[src/rtl/uart_rxh_pkg.sv]
package uart_rxh_pkg;
  typedef struct packed {
    logic par;
    logic frm;
    logic nse;
  } rxh_err_t;

  localparam int unsigned ST_RXNE = 0;
  localparam int unsigned ST_PAR  = 1;
  localparam int unsigned ST_FRM  = 2;
  localparam int unsigned ST_NSE  = 3;
  localparam int unsigned ST_OVR  = 4;
  localparam int unsigned ST_W    = 5;
endpackage

[src/rtl/rxh_hold_stage.sv]
module rxh_hold_stage
  import uart_rxh_pkg::*;
#(
  parameter int unsigned DATA_W = 8
) (
  input  logic              clk,
  input  logic              rst_n,
  input  logic              ld_en,
  input  logic              clr_en,
  input  logic [DATA_W-1:0] d_byte,
  input  rxh_err_t          d_err,
  output logic              q_valid,
  output logic [DATA_W-1:0] q_byte,
  output rxh_err_t          q_err
);
  logic              valid_n;
  logic [DATA_W-1:0] byte_n;
  rxh_err_t          err_n;

  always_comb begin
    valid_n = q_valid;
    byte_n  = q_byte;
    err_n   = q_err;
    if (ld_en) begin
      valid_n = 1'b1;
      byte_n  = d_byte;
      err_n   = d_err;
    end else if (clr_en) begin
      valid_n = 1'b0;
      err_n   = '0;
    end
  end

  always_ff @(posedge clk or negedge rst_n) begin
    if (!rst_n) begin
      q_valid <= 1'b0;
      q_byte  <= '0;
      q_err   <= '0;
    end else if (ld_en || clr_en) begin
      q_valid <= valid_n;
      q_byte  <= byte_n;
      q_err   <= err_n;
    end
  end


  empty_no_err_chk: assert property (@(posedge clk) disable iff (!rst_n)
    !q_valid |-> (q_err == '0));
endmodule

[src/rtl/rxh_ovr_ctrl.sv]
module rxh_ovr_ctrl (
  input  logic clk,
  input  logic rst_n,
  input  logic rd_status,
  input  logic rd_data,
  input  logic set_ovr,
  output logic ovr,
  output logic armed
);
  logic ovr_n;
  logic armed_n;

  always_comb begin
    armed_n = armed;
    if (rd_data)        armed_n = 1'b0;
    else if (rd_status) armed_n = 1'b1;

    ovr_n = ovr;
    if (rd_data && armed) ovr_n = 1'b0;
    else if (set_ovr)     ovr_n = 1'b1;
  end

  always_ff @(posedge clk or negedge rst_n) begin
    if (!rst_n) begin
      armed <= 1'b0;
      ovr   <= 1'b0;
    end else begin
      armed <= armed_n;
      ovr   <= ovr_n;
    end
  end


  ovr_clear_cause_chk: assert property (@(posedge clk) disable iff (!rst_n)
    $fell(ovr) |-> $past(rd_data && armed));
endmodule

[src/rtl/uart_rx_hold_top.sv]
module uart_rx_hold_top
  import uart_rxh_pkg::*;
#(
  parameter int unsigned DATA_W = 8
) (
  input  logic              clk,
  input  logic              rst_n,
  input  logic              in_valid,
  input  logic [DATA_W-1:0] in_byte,
  input  logic              in_par_err,
  input  logic              in_frm_err,
  input  logic              in_nse_err,
  input  logic              rd_status,
  input  logic              rd_data,
  output logic [DATA_W-1:0] data_out,
  output logic [ST_W-1:0]   status_out,
  output logic              rx_irq
);
  rxh_err_t          in_err;
  logic              ovr, armed;
  logic              accept, d_free, set_ovr, promote;
  logic              d_v, p_v;
  logic [DATA_W-1:0] d_byte, p_byte, d_ld_byte;
  rxh_err_t          d_err, p_err, d_ld_err;
  logic              d_ld, d_clr;

  assign in_err  = '{par: in_par_err, frm: in_frm_err, nse: in_nse_err};

  // character acceptance and routing
  assign accept  = in_valid && !ovr;
  assign d_free  = !d_v || rd_data;
  assign set_ovr = accept && !d_free;
  assign promote = rd_data && p_v;

  always_comb begin
    d_ld      = 1'b0;
    d_clr     = 1'b0;
    d_ld_byte = in_byte;
    d_ld_err  = in_err;
    if (promote) begin
      d_ld      = 1'b1;
      d_ld_byte = p_byte;
      d_ld_err  = p_err;
    end else if (accept && d_free) begin
      d_ld      = 1'b1;
    end else if (rd_data) begin
      d_clr     = 1'b1;
    end
  end

  rxh_hold_stage #(.DATA_W(DATA_W)) data_reg_i (
    .clk(clk), .rst_n(rst_n),
    .ld_en(d_ld), .clr_en(d_clr),
    .d_byte(d_ld_byte), .d_err(d_ld_err),
    .q_valid(d_v), .q_byte(d_byte), .q_err(d_err)
  );

  rxh_hold_stage #(.DATA_W(DATA_W)) pend_reg_i (
    .clk(clk), .rst_n(rst_n),
    .ld_en(set_ovr), .clr_en(promote),
    .d_byte(in_byte), .d_err(in_err),
    .q_valid(p_v), .q_byte(p_byte), .q_err(p_err)
  );

  rxh_ovr_ctrl ovr_ctrl_i (
    .clk(clk), .rst_n(rst_n),
    .rd_status(rd_status), .rd_data(rd_data),
    .set_ovr(set_ovr), .ovr(ovr), .armed(armed)
  );

  always_comb begin
    status_out          = '0;
    status_out[ST_RXNE] = d_v;
    status_out[ST_PAR]  = d_err.par;
    status_out[ST_FRM]  = d_err.frm;
    status_out[ST_NSE]  = d_err.nse;
    status_out[ST_OVR]  = ovr;
  end
  assign data_out = d_byte;
  assign rx_irq   = d_v;


  pend_implies_full_chk: assert property (@(posedge clk) disable iff (!rst_n)
    p_v |-> (d_v && ovr));

  data_hold_chk: assert property (@(posedge clk) disable iff (!rst_n)
    (d_v && !rd_data) |=> $stable(data_out));

  ovr_set_cause_chk: assert property (@(posedge clk) disable iff (!rst_n)
    $rose(ovr) |-> $past(in_valid && d_v && !rd_data));

  blocked_no_change_chk: assert property (@(posedge clk) disable iff (!rst_n)
    (ovr && !rd_data) |=> $stable(p_byte) && $stable(data_out));

  promote_keeps_rxne_chk: assert property (@(posedge clk) disable iff (!rst_n)
    (rd_data && p_v) |=> rx_irq);
endmodule

[config.mk]
export PLATFORM = sky130hd
export DESIGN_NAME = uart_rx_hold_top
export DESIGN_NICKNAME = d
export VERILOG_FILES = /design/src/rtl/uart_rxh_pkg.sv /design/src/rtl/rxh_hold_stage.sv /design/src/rtl/rxh_ovr_ctrl.sv /design/src/rtl/uart_rx_hold_top.sv
export SDC_FILE = /design/constraint.sdc
export NUM_CORES = 1
export LEC_CHECK = 0
export BUFFER_PORTS_ARGS = -buffer_cell sky130_fd_sc_hd__buf_2
export CORE_MARGIN = 8
export CORE_UTILIZATION = 35
export DETAILED_ROUTE_END_ITERATION = 10
export PLACE_DENSITY = 0.54
export REMOVE_ABC_BUFFERS = 1
export SYNTH_ARGS = -nofsm -noshare
export SYNTH_HDL_FRONTEND = slang
export SYNTH_HIERARCHICAL = 1
export SYNTH_SLANG_ARGS = --single-unit
[constraint.sdc]
create_clock -name clk -period 2.42 [get_ports clk]
set_input_delay 0 -clock clk [delete_from_list [all_inputs] [get_ports clk]]
set_output_delay 0 -clock clk [all_outputs]
set_load 0.01 [all_outputs]
-- Word-level counts from Yosys, hierarchy flattened
Cells that the tools add are included.
W data, S select, Z words.
- mux-type cells: 19
- reduce and logical (&&, ||, !) cells: 19
- operators with widths (kind ; number):
    $mux W3 ; 5
    $mux W1 ; 13
    $mux W8 ; 1
    $reduce_and A2 Y1 ; 4
    $reduce_bool A2 Y1 ; 4
    $logic_and A1 B1 Y1 ; 5
    $logic_not A1 Y1 ; 3
    $logic_or A1 B1 Y1 ; 3
- bits in registers: 26
- input port bits: 16
- output and inout bits: 14
- logic and storage cells: 50

-- Longest topological paths before layout
Gate-level depths: netlist of the first run.
- word-level depth: 7
- gate-level depth with buffers: 6
- depth with buffers taken out: 5

-- By module
The synthesis of the first run kept the hierarchy.
- by module, submodules not included (module ; seq. area each (um^2) ; area each (um^2) ; instances ; cells each):
    rxh_hold_stage ; 300.3 ; 484.2 ; 2 ; 32
    uart_rx_hold_top ; 0.0 ; 232.7 ; 1 ; 23
    rxh_ovr_ctrl ; 50.0 ; 68.8 ; 1 ; 4

-- Worst setup path before layout of the first run
No wires, ideal clock.
- kind: register to register
- start point: reg data_reg_i.q_valid
- end point: reg pend_reg_i.q_byte[0]
- path buffers: 1
- cell stages (with the launch flop): 5
- clock period less this slack: 1830 ps
- setup slack: 590 ps
- library setup time: 125 ps
- required time: 2295 ps
- arrival: 1705 ps
- cells stage by stage: dfrtp_1 -> inv_1 -> nor4b_1 -> buf_6 -> mux2_4
- cells in the longest elaborated chain, start to end: 6
- RTL lines (item ; line ; source):
    start: declaration ; rxh_hold_stage.sv:12 ; output logic q_valid,
    start signal: assignment ; rxh_hold_stage.sv:40 ; q_valid <= valid_n;
    $logic_not A1 Y1 * ; uart_rx_hold_top.sv:31 ; assign d_free = !d_v || rd_data;
    $logic_or A1 B1 Y1 * ; uart_rx_hold_top.sv:31 ;
    $logic_not A1 Y1 * ; uart_rx_hold_top.sv:32 ; assign set_ovr = accept && !d_free;
    $logic_and A1 B1 Y1 * ; uart_rx_hold_top.sv:32 ;
    named net set_ovr ; uart_rx_hold_top.sv:21 ; logic accept, d_free, set_ovr, promote;
    $logic_or A1 B1 Y1 ; rxh_hold_stage.sv:39 ; end else if (ld_en || clr_en) begin
    $reduce_and A2 Y1 (no source line) * ; n/a ;
    end signal: assignment ; rxh_hold_stage.sv:41 ; q_byte <= byte_n;
    end: declaration ; rxh_hold_stage.sv:13 ; output logic [DATA_W-1:0] q_byte,
Mark *: on every way through the listed nets, which the timed path passes. The rest lies on a longest branch.
A chain may end at the register's enable or synchronous reset.

-- Final worst setup path of the first run
- start point: reg ovr_ctrl_i.ovr
- end point: reg pend_reg_i.q_byte[2]
- cells in the longest elaborated chain, start to end: 5
- RTL lines (item ; line ; source):
    start: declaration ; rxh_ovr_ctrl.sv:7 ; output logic ovr,
    start signal: assignment ; rxh_ovr_ctrl.sv:29 ; ovr <= ovr_n;
    $logic_not A1 Y1 * ; uart_rx_hold_top.sv:30 ; assign accept = in_valid && !ovr;
    $logic_and A1 B1 Y1 * ; uart_rx_hold_top.sv:30 ;
    $logic_and A1 B1 Y1 * ; uart_rx_hold_top.sv:32 ;
    named net set_ovr ; uart_rx_hold_top.sv:21 ;
    $logic_or A1 B1 Y1 ; rxh_hold_stage.sv:39 ;
    $reduce_and A2 Y1 (no source line) * ; n/a ;
Marked as above.

==> metrics.txt, run 1 <==
global route overflow 0; reg2reg start ovr_ctrl_i/ovr; sequential area share after synthesis 0.512; Post-Syn Area per Cell 14.0 um2; Num CTS Buffers 3; Final Hold Viols 0; Synth Register Bits 26; Setup violations, final 0; number of global-route vias before repair approximately 890; Max clock buf depth 2; Cells after Synth between 90 and 100; io pins 30; HPWL Detailed approximately 1.7 mm; Leak around 0.0008 uW; post-synth design cell area 1270 um2; TritonCTS clock tree built; worst slack at placement between 0.9 and 1 ns; latest clock arrival within the worst-skew pair 0.31 ns; Synth top area share 0.512; CTS H-tree depth 1; DR DRC count 0; status complete, no violations; top cells by area, synth dfrtp_1 (51%), mux2_4 (25%), mux2_2 (5.3%); Worst Reg-to-Reg Cells 3; layout cells sized above 1 0.511; PnR worst setup slack between 0.9 and 1 ns; critical path startpoint category flip-flop; CP max FO 12; Worst slew margin 0.603; final max-slew violation count 0; diodes inserted 0; final total power between 1500 and 2000 uW; Die Height around 76 um; Detailed Routing Iterations Pass 1 4; clock sinks 26; measured slew at the worst slew-check pin 0.596 ns; total wire length between 2 and 2.5 mm; Post-DP Area between 1000 and 1500 um2; final period utilization 0.618; Non-Filler Instances around 180; Clock Skews 0.00176 ns; initial antenna violation count 0; Max VDD drop 0.515 mV; post-layout min period 1.50 ns; worst hold margin ~0.20 ns; post-synth cell types 20; antenna-violating nets left 0; Reg-to-Reg End pend_reg_i/q_byte[2]; Final Instance Area 1620 um2; CTS clock-pin slew for the worst setup and hold paths 0.13 ns; Hold Path Class in -> async; port buffer count 29; GPL Wtd Cong slightly above 0.7; initial core utilization 0.355; placed insts 166; WP data arrival between 1.5 and 2 ns; die width approximately 76 um; drt initial violations 22; CTS Root Cell clkbuf_4; Fmax ~670 MHz; maxcap violations 0; synthesis-to-finish area growth 27.4%; wire per inst around 13 um; row count 22; Yosys Warn Count 6; largest net degree at the start of global routing 27; post-CTS setup buffer count 0; Vias approximately 810; Die ar. between 5000 and 6000 um2; fillers roughly 350; largest area contributor in the netlist dfrtp_1; Setup CP Type reg -> reg; Via-to-Cell Ratio between 4 and 5; GRT Overall Usage 0.0827; FF-to-FF setup slack between 0.9 and 1 ns; first-pass GRT wire length 4.08 mm; Core Box Area 3580 um2; unrepaired setup endpoints after global routing false; pwr dens 1050 nW/um2; crit end category flip-flop; NumNets Final roughly 150; worst endpoint required time ~2.6 ns
==> cells by family (layout without fill, tap and decap cells) <==
| group | Yosys count | in the layout | synth area share |
|---|---|---|---|
| compound gates | 12 | 12 | 0.0611 |
| buf+inv | 10 | 54 | 0.0532 |
| flops | 26 | 26 | 0.512 |
| mux | 27 | 27 | 0.301 |
| simple gates | 16 | 16 | 0.0719 |
==> critical path: stages (launching register included) <==
cell and delay [ns]:
dfrtp_1 0.44, nor4b_2 0.33, buf_4 0.28, mux2_2 0.35
==> area by class of cell <==
class                   instances  area [um2]  area share
inverters                       5        18.8      0.0116
clock buffers                   3        22.5      0.0139
multi-input cells              55         558       0.345
well taps                      48        60.1      0.0371
repair buffers                 46         308       0.190
flip-flops and latches         26         651       0.402
==> Yosys cell counts <==
library cell and number:
a21o_2 2, a21oi_1 1, a2bb2oi_1 1, a31oi_1 1
and2_2 1, buf_4 2, buf_6 3, dfrtp_1 26
inv_1 5, mux2_2 6, mux2_4 21, nand2_1 6
nand2_2 1, nand2b_1 4, nand2b_2 2, nor2_1 1
nor4b_1 1, o21ai_0 4, o21ai_1 2, o21ba_1 1
==> cells in the final DEF (no fill, tap or decap), drive strengths merged, types with 2 or more instances in the layout <==
master	count
inv	5
o21ai	6
buf	32
clkbuf	3
nand2b	6
dlygate4sd3	14
dfrtp	26
mux2	27
nand2	7
a21o	2
==> layer usage <==
| metal | routed length (um) | part of all wire | vias to the layer above | track usage |
|---|---|---|---|---|
| met1 | 1080 | 0.44 | 396 | 0.0902 |
| met2 | 1220 | 0.50 | 20 | 0.150 |
| met5 | 0 | 0 | - | 0 |
| met4 | 0 | 0 | 0 | 0.00577 |
| met3 | 150 | 0.061 | 0 | 0.0354 |
| li1 | - | - | 398 | - |
==> stage by stage <==
step | setup TNS, ns | utilization
3_3_place_gp | 0 | 0.407
2_1_floorplan | -4.59 | -
4_1_cts | 0 | 0.452
6_report | 0 | 0.452
5_1_grt | 0 | 0.452
3_5_place_dp | 0 | 0.407
==> what timing repair did <==
action	4_1_cts	5_1_grt
hold buffers	14	0
gates resized for setup	0	0
hold endpoints to repair	39	0
==> worst max-delay path by stage <==
stage	from	end	slack, ns
6_report	ovr_ctrl_i/ovr	pend_reg_i/q_byte[2]	0.92
5_1_grt	data_reg_i/q_valid	pend_reg_i/q_byte[2]	0.81
4_1_cts	ovr_ctrl_i/ovr	pend_reg_i/q_byte[2]	0.92
3_5_place_dp	ovr_ctrl_i/ovr	pend_reg_i/q_byte[2]	0.94
3_3_place_gp	ovr_ctrl_i/ovr	pend_reg_i/q_byte[2]	0.94
2_1_floorplan	data_reg_i/q_valid	pend_reg_i/q_byte[2]	-0.47
==> power breakdown <==
part / internal [uW] / switching (uW)
Clock: 58.2 / 119
Combinational: 457 / 303
Sequential: 637 / 116
Total: 1150 / 538
==> sequential cells by signal, indices dropped and copies added (netlist names) <==
name,flops
data_reg_i/q_byte,8
pend_reg_i/q_byte,8
data_reg_i/q_err,3
pend_reg_i/q_err,3
data_reg_i/q_valid,1
ovr_ctrl_i/armed,1
ovr_ctrl_i/ovr,1
pend_reg_i/q_valid,1
(Power assumes the default switching activity.)
==> inputs of run 2 (changes only) <==
Clock period 2.42 ns to 1.5 ns, I/O delays scaled along.
==> run 2 against run 1 <==
  * Critical path depth did not move
  * Largest cell class unchanged
  * Clock skew rose by 0.0023 ns
  * Clock power rose by 110%
  * Core utilization rose by 2.2 points
  * First-iteration DRC count rose by 4.5%
  * Setup slack got worse by 0.82 ns
  * Cell count rose by 3.3%
  * Critical endpoint is now pend_reg_i/q_byte[0]
  * Sequential share of layout area fell by 1.9 points
  * Sequential cell count did not move
  * Power rose by 72%
==> metrics.txt, run 2 (synthesis gave the netlist of run 1 again) <==
status complete, no violations; CP max FO 6 (-6); Setup CP Type reg -> reg; Vias 836 (+2.7%); die width 76.2 um (unchanged); placed insts 169 (+1.8%); largest net degree at the start of global routing 27 (unchanged); antenna-violating nets left 0 (unchanged); Final Hold Viols 0 (unchanged); total wire length 2.58 mm (+5.2%); reg2reg start ovr_ctrl_i/ovr; critical path cell sequence nor4b_4 -> buf_4 -> mux2_4; row count 22 (unchanged); Leak 0.000841 uW (+5.1%); top flop regs data_reg_i/q_byte x8, pend_reg_i/q_byte x8; Die ar. 5810 um2 (unchanged); P_sw 936 uW (+74%); pwr dens 1720 nW/um2 (+64%); Setup violations, final 0 (unchanged); CP max stage delay 0.45 ns (about the same); worst slack at placement 0.113 ns (-0.828 ns); TritonCTS clock tree built; diodes inserted 0 (unchanged); commonest non-fill, non-tap cell in the layout buf_2; HPWL Detailed 1.80 mm (+3.6%); worst endpoint required time 1.74 ns (-0.89 ns); Max VDD drop 0.736 mV (+43%); cell family with the largest share of critical-path delay flip-flops; Hold Path Class in -> async; critical path startpoint category flip-flop; worst path buffer plus inverter count 1 (unchanged); Detailed Routing Iterations Pass 1 2 (-2); post-layout min period 1.40 ns (-0.0956 ns); fillers 354 (+0.57%); Net Sw Frac 0.322 (+0.00331); Core Box Area 3580 um2 (unchanged); global route overflow 0 (unchanged); Non-Filler Instances 189 (+3.3%); CTS clock-pin slew for the worst setup and hold paths 0.14 ns (about the same); io pins 30 (unchanged); initial antenna violation count 0 (unchanged); WP data arrival 1.64 ns (-0.07 ns); initial core utilization 0.355 (unchanged); first-pass GRT wire length 4.37 mm (+7.3%); Worst slew margin 0.607 (+0.00444); crit end category flip-flop; Fmax 714 MHz (+6.8%); drt initial violations 23 (+4.5%); GRT Overall Usage 0.0897 (+0.00703); Seq pwr share 0.422 (-0.023); Worst Reg-to-Reg Cells 3 (unchanged); combinational fraction of design power 0.451 (+0.002); wire per inst 13.7 um (+1.8%); latest clock arrival within the worst-skew pair 0.33 ns (+0.02 ns); Num CTS Buffers 3 (unchanged); FF-to-FF setup slack 0.1 ns (-0.82 ns); Pint 1970 uW (+71%); Via-to-Cell Ratio 4.42 (-0.56%); DR DRC count 0 (unchanged); final max-slew violation count 0 (unchanged); Clock Skews 0.00408 ns (+0.00232 ns); Reg-to-Reg End pend_reg_i/q_byte[0]; maxcap violations 0 (unchanged); Clock power frac 0.127 (+0.022); synthesis-to-finish area growth 33.6%; commonest non-fill, non-tap cells in the layout buf_2 (29), dfrtp_1 (26), mux2_4 (21); Max clock buf depth 2 (unchanged); NumNets Final 158 (+3.3%); unrepaired setup endpoints after global routing false; Post-DP Area 1490 um2 (+2.4%); Final Instance Area 1700 um2 (+4.9%); CTS H-tree depth 1 (unchanged); area of the multi-input gates 567 um2 (+1.6%); slowest stage cell, crit path dfrtp_1; port buffer count 29 (unchanged); CTS Root Cell clkbuf_4; layout cells sized above 1 0.525 (+0.0137); PnR worst setup slack 0.0995 ns (-0.824 ns); final period utilization 0.934 (+0.315); post-CTS setup buffer count 0 (unchanged); number of global-route vias before repair 936 (+5.6%); clock sinks 26 (unchanged); measured slew at the worst slew-check pin 0.589 ns (-0.00666 ns); Die Height 76.2 um (unchanged); register area 651 um2 (unchanged); setup TNS 0 ns (unchanged); GPL Wtd Cong 0.713 (-1.1%)
==> run 2: per-layer routing <==
metal / part of all wire / GRT usage / vias to the layer above
li1: - / - / 408
met1: 0.45 / 0.107 / 405
met2: 0.49 / 0.145 / 21
met3: 0.053 / 0.0307 / 2
met4: 0.0074 / 0.0346 / 0
met5: 0 / 0 / -
==> run 2: worst max-delay path by stage <==
stage	cells after the start	start	endpoint
detailed placement	3	ovr_ctrl_i/ovr	pend_reg_i/q_byte[0]
global placement	3	ovr_ctrl_i/ovr	pend_reg_i/q_byte[0]
global route	6	ovr_ctrl_i/ovr	data_reg_i/q_err[1]
CTS	3	ovr_ctrl_i/ovr	pend_reg_i/q_byte[0]
finish	3	ovr_ctrl_i/ovr	pend_reg_i/q_byte[0]
floorplan	3	data_reg_i/q_valid	pend_reg_i/q_byte[2]
==> run 2: final cells by class <==
| type | instances | area share |
|---|---|---|
| tap | 48 | 0.0354 |
| clock buffer | 4 | 0.0214 |
| timing repair buffer | 51 | 0.215 |
| inverter | 5 | 0.0111 |
| multi-input combinational | 55 | 0.334 |
| sequential | 26 | 0.383 |
==> run 2: power groups by stage <==
stage,Sequential [uW],Clock [uW],Combinational [uW]
2_1_floorplan,1290,0,767
3_3_place_gp,1220,0,1250
3_5_place_dp,1230,0,1280
4_1_cts,1220,386,1320
5_1_grt,1270,407,1430
6_report,1230,369,1310
==> run 2: repair_timing <==
item	4_1_cts	5_1_grt
hold endpoints to repair	39	0
hold buffers	15	0
resized for setup	0	1
endpoints found under the setup margin	0	1
==> run 2: metrics by stage <==
step	util	hold WS [ns]	total power (uW)
global route	0.474	0.203	3110
floorplan	-	-0.296	2060
finish	0.474	0.178	2910
CTS	0.469	0.194	2930
detailed placement	0.416	0.0432	2520
global placement	0.416	0.0320	2480
